File: src/rtl/sdram_bc_pkg.sv
package sdram_bc_pkg;
  typedef enum logic [1:0] {
    OP_NOP   = 2'd0,
    OP_READ  = 2'd1,
    OP_WRITE = 2'd2,
    OP_MODE  = 2'd3
  } op_e;

  typedef struct packed {
    logic       cl3;     // 1: latency 3, 0: latency 2
    logic       ilv;     // 1: interleaved wrap
    logic [3:0] bl_len;  // 2, 4 or 8
  } mode_t;
endpackage

File: src/rtl/sdram_mode_reg.sv
module sdram_mode_reg
  import sdram_bc_pkg::*;
#(
  parameter int CODE_W = 7
) (
  input  logic              clk,
  input  logic              rst,
  input  logic              en,
  input  logic              load,
  input  logic [CODE_W-1:0] code,
  output mode_t             mode
);
  logic bl_ok, cl_ok;

  always_comb begin
    bl_ok = (code[2:0] == 3'd1) || (code[2:0] == 3'd2) || (code[2:0] == 3'd3);
    cl_ok = (code[6:4] == 3'd2) || (code[6:4] == 3'd3);
  end

  always_ff @(posedge clk) begin
    if (rst) begin
      mode.cl3    <= 1'b0;
      mode.ilv    <= 1'b0;
      mode.bl_len <= 4'd4;
    end else if (en && load && bl_ok && cl_ok) begin
      mode.cl3    <= (code[6:4] == 3'd3);
      mode.ilv    <= code[3];
      mode.bl_len <= 4'd1 << code[1:0];
    end
  end


  mode_legal_chk: assert property (@(posedge clk) disable iff (rst)
    ($countones(mode.bl_len) == 1) && (mode.bl_len != 4'd1));
endmodule

File: src/rtl/sdram_burst_gen.sv
module sdram_burst_gen #(
  parameter int COL_W  = 10,
  parameter int BANK_W = 2,
  parameter int BLW    = 3
) (
  input  logic              clk,
  input  logic              rst,
  input  logic              en,
  input  logic              start,
  input  logic              start_wr,
  input  logic [COL_W-1:0]  col,
  input  logic [BANK_W-1:0] bank_in,
  input  logic              dqm,
  input  logic [BLW:0]      bl_len,
  input  logic              ilv,
  output logic [COL_W-1:0]  arr_col,
  output logic [BANK_W-1:0] arr_bank,
  output logic              arr_rd,
  output logic              arr_wr
);
  logic              active, wr_q;
  logic [COL_W-1:0]  start_q;
  logic [BLW-1:0]    cnt, mask, low;
  logic [COL_W-1:0]  nxt_col;

  always_comb begin
    mask = BLW'(bl_len - 1'b1);
    if (ilv) low = (start_q[BLW-1:0] ^ cnt) & mask;
    else     low = (start_q[BLW-1:0] + cnt) & mask;
    nxt_col = (start_q & ~COL_W'(mask)) | COL_W'(low);
  end

  always_ff @(posedge clk) begin
    if (rst) begin
      active   <= 1'b0;
      wr_q     <= 1'b0;
      start_q  <= '0;
      cnt      <= '0;
      arr_col  <= '0;
      arr_bank <= '0;
      arr_rd   <= 1'b0;
      arr_wr   <= 1'b0;
    end else if (en) begin
      if (start) begin
        active   <= 1'b1;
        wr_q     <= start_wr;
        start_q  <= col;
        cnt      <= BLW'(1);
        arr_col  <= col;
        arr_bank <= bank_in;
        arr_rd   <= !start_wr;
        arr_wr   <= start_wr && !dqm;
      end else if (active) begin
        arr_col <= nxt_col;
        arr_rd  <= !wr_q;
        arr_wr  <= wr_q && !dqm;
        cnt     <= cnt + 1'b1;
        if (cnt == mask) active <= 1'b0;
      end else begin
        arr_rd <= 1'b0;
        arr_wr <= 1'b0;
      end
    end
  end


  wrap_block_chk: assert property (@(posedge clk) disable iff (rst)
    (en && active && !start) |=> (arr_col[COL_W-1:BLW] == start_q[COL_W-1:BLW]));


  wr_mask_chk: assert property (@(posedge clk) disable iff (rst)
    (en && dqm) |=> !arr_wr);
endmodule

File: src/rtl/sdram_rd_oe.sv
module sdram_rd_oe (
  input  logic clk,
  input  logic rst,
  input  logic en,
  input  logic rd_beat,
  input  logic cl3,
  input  logic dqm,
  output logic data_oe
);
  logic rd_d1, dqm_q;

  always_ff @(posedge clk) begin
    if (rst) begin
      rd_d1   <= 1'b0;
      dqm_q   <= 1'b0;
      data_oe <= 1'b0;
    end else if (en) begin
      rd_d1   <= rd_beat;
      dqm_q   <= dqm;
      data_oe <= (cl3 ? rd_d1 : rd_beat) && !dqm_q;
    end
  end


  oe_src_chk: assert property (@(posedge clk) disable iff (rst)
    data_oe |-> ($past(rd_beat) || $past(rd_beat, 2)));
endmodule

File: src/rtl/sdram_burst_ctl.sv
module sdram_burst_ctl
  import sdram_bc_pkg::*;
#(
  parameter int COL_W  = 10,
  parameter int ADDR_W = 12,
  parameter int BANK_W = 2,
  parameter int MAX_BL = 8,
  localparam int BLW    = $clog2(MAX_BL),
  localparam int CODE_W = 7
) (
  input  logic              clk,
  input  logic              rst,
  input  logic              cke,
  input  logic [1:0]        op,
  input  logic [ADDR_W-1:0] addr,
  input  logic [BANK_W-1:0] bank,
  input  logic              dqm,
  output logic [COL_W-1:0]  arr_col,
  output logic [BANK_W-1:0] arr_bank,
  output logic              arr_rd,
  output logic              arr_wr,
  output logic              data_oe
);
  op_e   cmd;
  logic  en, start;
  mode_t mode;

  always_comb begin
    cmd   = op_e'(op);
    start = (cmd == OP_READ) || (cmd == OP_WRITE);
  end

  always_ff @(posedge clk) begin
    if (rst) en <= 1'b1;
    else     en <= cke;
  end

  sdram_mode_reg #(.CODE_W(CODE_W)) u_mode (
    .clk(clk), .rst(rst), .en(en), .load(cmd == OP_MODE),
    .code(addr[CODE_W-1:0]), .mode(mode)
  );

  sdram_burst_gen #(.COL_W(COL_W), .BANK_W(BANK_W), .BLW(BLW)) u_burst (
    .clk(clk), .rst(rst), .en(en), .start(start), .start_wr(cmd == OP_WRITE),
    .col(addr[COL_W-1:0]), .bank_in(bank), .dqm(dqm),
    .bl_len(mode.bl_len[BLW:0]), .ilv(mode.ilv),
    .arr_col(arr_col), .arr_bank(arr_bank), .arr_rd(arr_rd), .arr_wr(arr_wr)
  );

  sdram_rd_oe u_oe (
    .clk(clk), .rst(rst), .en(en), .rd_beat(arr_rd), .cl3(mode.cl3),
    .dqm(dqm), .data_oe(data_oe)
  );


  freeze_chk: assert property (@(posedge clk) disable iff (rst)
    !en |=> ($stable(arr_col) && $stable(arr_rd) && $stable(arr_wr) && $stable(data_oe)));
endmodule

File: config.mk
export PLATFORM = sky130hd
export DESIGN_NAME = sdram_burst_ctl
export DESIGN_NICKNAME = d
export VERILOG_FILES = /design/src/rtl/sdram_bc_pkg.sv /design/src/rtl/sdram_mode_reg.sv /design/src/rtl/sdram_burst_gen.sv /design/src/rtl/sdram_rd_oe.sv /design/src/rtl/sdram_burst_ctl.sv
export SDC_FILE = /design/constraint.sdc
export NUM_CORES = 1
export LEC_CHECK = 0
export ABC_AREA = 1
export BUFFER_PORTS_ARGS = -buffer_cell sky130_fd_sc_hd__buf_2
export CAP_MARGIN = 20
export CORE_MARGIN = 4
export CORE_UTILIZATION = 57
export CTS_BUF_LIST = sky130_fd_sc_hd__clkbuf_4 sky130_fd_sc_hd__clkbuf_8
export CTS_CLUSTER_SIZE = 10
export DETAILED_ROUTE_END_ITERATION = 7
export GPL_ROUTABILITY_DRIVEN = 0
export GPL_TIMING_DRIVEN = 0
export PLACE_DENSITY = 0.82
export SKIP_LAST_GASP = 1
export SLEW_MARGIN = 20
export SYNTH_ARGS = -nofsm -noshare
export SYNTH_HDL_FRONTEND = slang
export SYNTH_HIERARCHICAL = 1
export SYNTH_SLANG_ARGS = --single-unit
File: constraint.sdc
create_clock -name clk -period 1.95 [get_ports clk]
set_clock_uncertainty 0.15 [all_clocks]
set_input_delay 0.2925 -clock clk [delete_from_list [all_inputs] [get_ports clk]]
set_output_delay 0.2925 -clock clk [all_outputs]
set_load 0.01 [all_outputs]
==> results of run 1 <==
## path summary, 6_finish.rpt
| path | end | depth (start not counted) | start | slack, ps |
|---|---|---|---|---|
| max | u_burst/arr_col[2]$_SDFFE_PP0P_ | 10 | u_burst/cnt[0]$_SDFFE_PP0P_ | 100 |
| max reg2reg | u_burst/arr_col[2]$_SDFFE_PP0P_ | 10 | u_burst/cnt[0]$_SDFFE_PP0P_ | 100 |
| min | u_oe/dqm_q$_SDFFE_PP0P_ | 2 | rst | 40 |
| min reg2reg | u_burst/arr_col[3]$_SDFFE_PP0P_ | 2 | u_burst/start_q[3]$_SDFFE_PP0P_ | 330 |
## area by class of cell
type,instances,share of cell area (%)
Multi-Input combinational cell,167,42.0
Sequential cell,38,35.7
Timing Repair Buffer,33,7.99
Inverter,29,5.11
Buffer,10,3.58
Tap cell,44,2.58
Clock buffer,6,2.41
Clock inverter,2,0.587
## power groups by stage
stage	clock [mW]	sequential [mW]	combinational (mW)
2_1_floorplan	0	0.915	0.220
3_3_place_gp	0	0.903	0.343
3_5_place_dp	0	0.905	0.349
4_1_cts	0.444	0.887	0.352
5_1_grt	0.485	0.897	0.396
6_report	0.431	0.887	0.351
## state kept, by name, summed over array words and instances (netlist names)
name / flops
u_oe/dqm_q: 1
en: 1
u_burst/arr_rd: 1
u_burst/cnt: 3
u_burst/wr_q: 1
u_oe/data_oe: 1
u_oe/rd_d1: 1
u_burst/arr_wr: 1
u_burst/start_q: 10
u_mode/mode: 5
u_burst/arr_bank: 2
u_burst/active: 1
u_burst/arr_col: 10
## layout by cell type (no fill, tap or decap), types with 2 or more instances in the layout
master,instances
xor2_1,2
o21bai_1,2
o21ai_0,23
clkbuf_4,5
nor2_1,32
a211oi_2,3
nand2_1,44
ha_1,6
buf_2,36
a31oi_1,8
nand4_1,2
inv_1,27
o211ai_1,2
dfxtp_1,38
nor2_2,2
nand3_1,9
buf_6,4
nand2_2,6
nor2_4,2
a21oi_1,13
nand3b_1,2
## through the flow
| stage | hold slack [ps] | worst slack [ps] | instances | instance area, um^2 | util, % |
|---|---|---|---|---|---|
| 6_report | 43.0 | 95.9 | 329 | 2130 | 69.2 |
| 3_5_place_dp | 312 | 158 | 320 | 2060 | 66.8 |
| 5_1_grt | 38.0 | 15.1 | 329 | 2130 | 69.2 |
| 4_1_cts | 34.9 | 118 | 329 | 2130 | 69.2 |
| 3_3_place_gp | 302 | 170 | 320 | 2060 | 66.8 |
| 2_1_floorplan | 215 | 293 | 244 | 1840 | - |
## layer usage
layer | GRT usage [%] | wire, um | up-vias | share of wire, %
li1 | - | - | 874 | -
met1 | 28.1 | 1890 | 759 | 47
met3 | 4.51 | 226 | 5 | 5.6
met2 | 33.7 | 1840 | 41 | 46
met4 | 7.39 | 46 | 0 | 1.1
met5 | 0 | 0 | - | 0
## timing repair
action                                 4_1_cts  5_1_grt
endpoints found under the hold margin        1        0
hold buffers                                 1        0
resized for setup                            0        0
==> results.ini, run 1 <==
[critical_path]
path_buf_inv=1
crit_slowest_cell=dfxtp_1
arrival_ps=1980
worstPathRequired_ps=2070
crit_top_cell=nand2_1
crit_type=register to register
crit_chain=ha_1, inv_1, fa_1, nor2_1, nand2_1, nand2_1, nand3_1, nand3_1, nand2_1, a21oi_1
cpLargestDelayFamily=adder cells
slowest_delay_ps=450
endpoint_kind=register
critPathMaxFanout=4
startpoint_type=register

[yosys]
syn_nets=271
yosysWarningCount=6
syn-instance-count=244
syn_area_per_cell_um2=7.55
synth_area_um2=1840

[global_routing]
grt_max_degree=16
overflow=0
grt_pass1_wl_mm=6.98
antenna_found_initial=0
first_global_vias=1563
gr-usage-all-layers_pct=21.2

[sta]
setup_tns_ps=0
setup_viol=0
rsz0062_at_grt=false
fmax_mhz=539
slew_headroom_pct=67.3
final.min_clock_period_ps=1850
tightest_slew_ps=490
finalCritPeriodShare_pct=95.1
slew_violations=0
hold_violations=0

[pwr]
p_seq_share_pct=53.1
sw_frac_of_total_pct=30.3
power_density_nw_per_um2=783
p_total_mw=1.67
pwr-share-comb_pct=21.0
worst_ir_drop_vdd_mv=0.698
p_leak_nw=0.988
pwr-share-clk_pct=25.8
p_int_mw=1.16
netSwitchingPower_mw=0.507

[detailed_routing]
num_vias=1679
drc_errors=0
totalWireLength_mm=4.01
first_pass_iters=4
wl_per_cell_um=12.2
drtIter0Drc=84
drtAntennaViolNets=0
viasPerCell=5.10

[clock_tree]
htreeDepth=2
root_buffer=clkbuf_4
numCtsBuffers=5
clock-sinks=38
cts_tree=built
clk_latency_ps=340
postCtsSetupBuffers=0
cts_buffer_depth=2
clkTransAtPathRegs_ps=120

[status]
status=finished clean

[die]
fp.dieW_um=64.8
die_area_um2=4200
core_area_um2=3080
io_pins=35
fp.dieH_um=64.8
fp-row-count=20
initial_core_util_pct=59.8

[final_layout]
multi_input_area_um2=896
antenna_cells=0
drive_gt1_share_pct=23.2
fillCellCount=299
final_nets=311
regArea_um2=761
syn_to_final_growth_pct=15.7

[min_path]
hold_path_class=input port to register

[run]
drv_cap=0

[placed_design]
hpwl_mm=2.93
place.port_buffers=32

(Power assumes the default switching activity.)
==> run 2: changes to the inputs <==
--- a/config.mk
+++ b/config.mk
@@ -8,6 +8,7 @@
 export ABC_AREA = 1
 export BUFFER_PORTS_ARGS = -buffer_cell sky130_fd_sc_hd__buf_2
 export CAP_MARGIN = 20
+export CORE_ASPECT_RATIO = 1.25
 export CORE_MARGIN = 4
 export CORE_UTILIZATION = 57
 export CTS_BUF_LIST = sky130_fd_sc_hd__clkbuf_4 sky130_fd_sc_hd__clkbuf_8
==> run 2 against run 1 <==
Against the previous run: cell area is 0.35% higher; core utilization rose by 1.4 points; sequential cell count stayed put; sequential share of layout area shrank 0.13 points; combinational power hardly changed; global-route usage is 0.64 points higher; routed wire length grew 5.8%; via count increased by 0.12%; cell count is 2.7% lower.
==> results.ini, run 2 (synthesized netlist as in run 1, its figures left out) <==
[status]
status=finished clean

[die]
die_area_um2=4210
fp-row-count=22
initial_core_util_pct=60.8
core_area_um2=3030
fp.dieH_um=71.6
fp.dieW_um=58.8
io_pins=35

[clock_tree]
numCtsBuffers=5
cts_tree=built
clock-sinks=38
cts_buffer_depth=2
htreeDepth=2
clkTransAtPathRegs_ps=110
clk_latency_ps=350
postCtsSetupBuffers=0
cts_resized=0
hold_buffers=1
root_buffer=clkbuf_4

[pwr]
p_leak_nw=0.998
power_density_nw_per_um2=842
p_total_mw=1.80
worst_ir_drop_vdd_mv=0.721

[placed_design]
place.port_buffers=32
hpwl_mm=3.02
placed_area_um2=2050
place_ws_ps=136

[final_layout]
antenna_cells=0
drive_gt1_share_pct=22.9
fillCellCount=268
multi_input_area_um2=896
post-route-util_pct=70.6
stdcell_area_um2=2140
syn_to_final_growth_pct=16.1
regArea_um2=761
final_nets=311
reg_top3=u_burst/arr_col: 10 flops, u_burst/start_q: 10 flops, u_mode/mode: 5 flops
final_cell_mix=44 x nand2_1, 38 x dfxtp_1, 36 x buf_2, 32 x nor2_1, 27 x inv_1
final_common_cell=nand2_1

[sta]
setup_viol=0
rsz0062_at_grt=false
tightest_slew_ps=507
hold_violations=0
finalCritPeriodShare_pct=96.0
slew_headroom_pct=66.2
fmax_mhz=534
slew_violations=0
timing.final.ws_setup_ps=77.2
final.min_clock_period_ps=1870
setup_tns_ps=0

[critical_path]
crit_slowest_cell=dfxtp_1
crit_type=register to register
worstPathRequired_ps=2050
rr_worst_depth=9
critPathMaxFanout=4
startpoint_type=register
arrival_ps=1970
endpoint_kind=register
startpoint=u_burst/cnt[0]$_SDFFE_PP0P_
crit_chain=ha_1, inv_1, fa_1, o21ai_0, nand2_1, nand3_1, nand3_1, nand2_1, a21oi_1
r2r-end=u_burst/arr_col[2]$_SDFFE_PP0P_
slowest_delay_ps=450
crit_path_end=u_burst/arr_col[2]$_SDFFE_PP0P_
timing.rr.start=u_burst/cnt[0]$_SDFFE_PP0P_
reg2reg_slack_ps=80

[detailed_routing]
drtIter0Drc=80
viasPerCell=5.25
drc_errors=0
drtAntennaViolNets=0
first_pass_iters=4
num_vias=1681
wl_per_cell_um=13.2
totalWireLength_mm=4.24

[min_path]
hold_path_class=input port to register
holdCritStartpoint=rst

[global_routing]
gr-usage-all-layers_pct=21.8
grt_max_degree=16
grt_pass1_wl_mm=7.09
antenna_found_initial=0
overflow=0
first_global_vias=1575

[run]
drv_cap=0

-- run 2: routing by layer --
metal | part of all wire [%] | GRT usage [%]
met1 | 42 | 27.1
met2 | 50 | 36.6
met3 | 6.4 | 5.59
met4 | 1.3 | 6.30
met5 | 0 | 0
-- run 2: per-stage QoR --
step / std cells / hold WS, ps
finish: 320 / 23.7
global placement: 312 / 301
CTS: 320 / 9.19
detailed placement: 312 / 303
floorplan: 244 / 215
global route: 320 / 39.6
-- run 2: where the power goes --
group          switching (mW)  internal (mW)  total [mW]
registers              0.0429          0.845       0.887
logic                   0.209          0.145       0.354
clock network           0.261          0.298       0.560
-- run 2: worst max-delay path, delay by kind of cell, from the launching register on --
family,cells,cell delay (ps)
AO/OA/AOI/OAI,2,260
adder cells (fa/ha/maj),2,580
buffers and inverters,1,40
flip-flops,1,450
AND/OR/NAND/NOR,4,290
-- run 2: final cells by class --
type,count,share of cell area (%)
multi-input cells,167,41.9
flip-flops and latches,38,35.6
repair buffers,33,7.96
inverters,29,5.09
plain buffers,10,3.57
clock buffers,6,2.40
well taps,36,2.11
clock inverters,1,1.40
-- run 2: worst min path at each step --
stage | slack (ps) | cells past startpoint | endpoint
2_1_floorplan | 210 | 1 | u_oe/dqm_q$_SDFFE_PP0P_
3_3_place_gp | 300 | 2 | u_burst/start_q[8]$_SDFFE_PP0P_
3_5_place_dp | 300 | 2 | u_burst/arr_col[2]$_SDFFE_PP0P_
4_1_cts | 9 | 2 | u_oe/dqm_q$_SDFFE_PP0P_
5_1_grt | 40 | 3 | u_burst/arr_col[9]$_SDFFE_PP0P_
6_report | 20 | 2 | u_oe/dqm_q$_SDFFE_PP0P_
==> run 3: changes to the inputs <==
--- a/config.mk
+++ b/config.mk
@@ -5,18 +5,17 @@
 export SDC_FILE = /design/constraint.sdc
 export NUM_CORES = 1
 export LEC_CHECK = 0
-export ABC_AREA = 1
 export BUFFER_PORTS_ARGS = -buffer_cell sky130_fd_sc_hd__buf_2
 export CAP_MARGIN = 20
 export CORE_ASPECT_RATIO = 1.25
 export CORE_MARGIN = 4
-export CORE_UTILIZATION = 57
+export CORE_UTILIZATION = 56
 export CTS_BUF_LIST = sky130_fd_sc_hd__clkbuf_4 sky130_fd_sc_hd__clkbuf_8
 export CTS_CLUSTER_SIZE = 10
 export DETAILED_ROUTE_END_ITERATION = 7
 export GPL_ROUTABILITY_DRIVEN = 0
 export GPL_TIMING_DRIVEN = 0
-export PLACE_DENSITY = 0.82
+export PLACE_DENSITY = 0.81
 export SKIP_LAST_GASP = 1
 export SLEW_MARGIN = 20
 export SYNTH_ARGS = -nofsm -noshare
==> run 3 against run 2 <==
Against the previous run: cell count is 13% lower; synthesized area decreased by 4.7%; cell area decreased by 3.2%; via count decreased by 10%; first-iteration DRC count fell by 40%; sequential cell count unchanged; fmax fell by 2.4%; global-route usage shrank 1.6 points; sequential share of layout area increased by 1.6 points; clock power fell by 22%; routed wire length decreased by 9.6%.
==> results.ini, run 3 <==
[pwr]
power_density_nw_per_um2=782
p_seq_share_pct=53.7
p_int_mw=1.15
p_total_mw=1.62
p_leak_nw=0.898
netSwitchingPower_mw=0.475
sw_frac_of_total_pct=29.3
worst_ir_drop_vdd_mv=0.602
pwr-share-clk_pct=26.9
pwr-share-comb_pct=19.4

[critical_path]
critPathMaxFanout=2
arrival_ps=2020
slowest_delay_ps=380
crit_path_end=u_burst/arr_col[2]$_SDFFE_PP0P_
cp.depth=7
endpoint_kind=register
reg2reg_slack_ps=30
crit_type=register to register
rr_worst_depth=7
timing.rr.start=u_burst/cnt[0]$_SDFFE_PP0P_
worstPathRequired_ps=2050
path_buf_inv=1
startpoint_type=register
startpoint=u_burst/cnt[0]$_SDFFE_PP0P_
r2r-end=u_burst/arr_col[2]$_SDFFE_PP0P_
crit_slowest_cell=dfxtp_4
crit_chain=ha_4, inv_2, fa_2, or3_4, a21oi_2, xor2_1, o31a_1
cpLargestDelayFamily=adder cells

[yosys]
syn-instance-count=199
synth_area_um2=1760
yosysWarningCount=6
syn_nets=226
syn_area_per_cell_um2=8.82

[final_layout]
syn_to_final_growth_pct=18.0
reg_top3=u_burst/arr_col: 10 flops, u_burst/start_q: 10 flops, u_mode/mode: 5 flops
final_cell_mix=35 x dfxtp_1, 35 x buf_2, 32 x nand2_1, 19 x a21oi_1, 19 x nor2_1
regArea_um2=769
final_cells=277
final_nets=267
post-route-util_pct=69.7
multi_input_area_um2=913
stdcell_area_um2=2070
drive_gt1_share_pct=24.1
fillCellCount=260
antenna_cells=0

[sta]
setup_tns_ps=0
slew_headroom_pct=66.9
timing.final.ws_setup_ps=30.3
tightest_slew_ps=497
slew_violations=0
rsz0062_at_grt=true
final.min_clock_period_ps=1920
setup_viol=0
finalCritPeriodShare_pct=98.4
hold_violations=0
fmax_mhz=521
hold_ws_ps=18.1

[global_routing]
gr-usage-all-layers_pct=20.2
antenna_found_initial=0
first_global_vias=1417
grt_pass1_wl_mm=6.50
overflow=0
grt_max_degree=13

[detailed_routing]
wl_per_cell_um=13.8
first_pass_iters=4
drtIter0Drc=48
drc_errors=0
num_vias=1511
totalWireLength_mm=3.83
viasPerCell=5.45
drtAntennaViolNets=0

[clock_tree]
htreeDepth=2
numCtsBuffers=5
cts_tree=built
cts_buffer_depth=2
root_buffer=clkbuf_4
clk_latency_ps=350
clkTransAtPathRegs_ps=110
clock-sinks=38

[min_path]
hold_path_class=input port to register
holdCritStartpoint=bank[0]
worstHoldPathCells=3

[placed_design]
placed_area_um2=1960
hpwl_mm=2.78
dp.cells=267
place_ws_ps=-127
place.port_buffers=32

[die]
fp.dieW_um=58.1
fp-row-count=22
initial_core_util_pct=59.0
core_area_um2=2970
die_area_um2=4100
fp.dieH_um=70.6
io_pins=35

[status]
status=finished clean

[run]
drv_cap=0

==> run 3: power groups by stage <==
stage          registers [mW]  clock network (mW)  logic, mW
6_report                0.870               0.435      0.314
5_1_grt                 0.879               0.471      0.355
4_1_cts                 0.868               0.441      0.313
3_5_place_dp            0.888                   0      0.304
3_3_place_gp            0.886                   0      0.298
2_1_floorplan           0.896                   0      0.189
==> run 3: worst min path at each step <==
stage                                                   to  slack, ps
after floorplan                    u_oe/dqm_q$_SDFFE_PP0P_        210
after global placement     u_burst/start_q[5]$_SDFFE_PP0P_        290
after detailed placement   u_burst/arr_col[0]$_SDFFE_PP0P_        300
after CTS                 u_burst/arr_bank[0]$_SDFFE_PP0P_         10
after global routing      u_burst/arr_bank[0]$_SDFFE_PP0P_         20
final                     u_burst/arr_bank[0]$_SDFFE_PP0P_         20
==> run 3: area by class of cell <==
class	count	share of cell area [%]
Multi-Input combinational cell	140	44.1
Sequential cell	38	37.2
Timing Repair Buffer	34	8.58
Buffer	11	3.08
Clock buffer	6	2.48
Tap cell	36	2.18
Inverter	10	1.81
Clock inverter	2	0.604
==> run 3: repair_timing <==
| action | CTS | global route |
|---|---|---|
| pin swaps | 1 | 4 |
| buffers inserted | 1 | 0 |
| resized for setup | 4 | 6 |
| endpoints found under the hold margin | 1 | 0 |
| hold buffers | 1 | 0 |
| setup endpoints to repair | 1 | 1 |
==> run 3: metal layers <==
metal	vias up	track usage (%)	routed length, um
met1	712	26.8	1690
met2	36	31.7	1890
met5	-	0	0
li1	759	-	-
met3	4	3.83	214
met4	0	9.02	39
==> run 3: worst min-delay path, cell delays in order <==
cell and delay, ps:
buf_2 90, nand2_1 50, a21oi_1 50
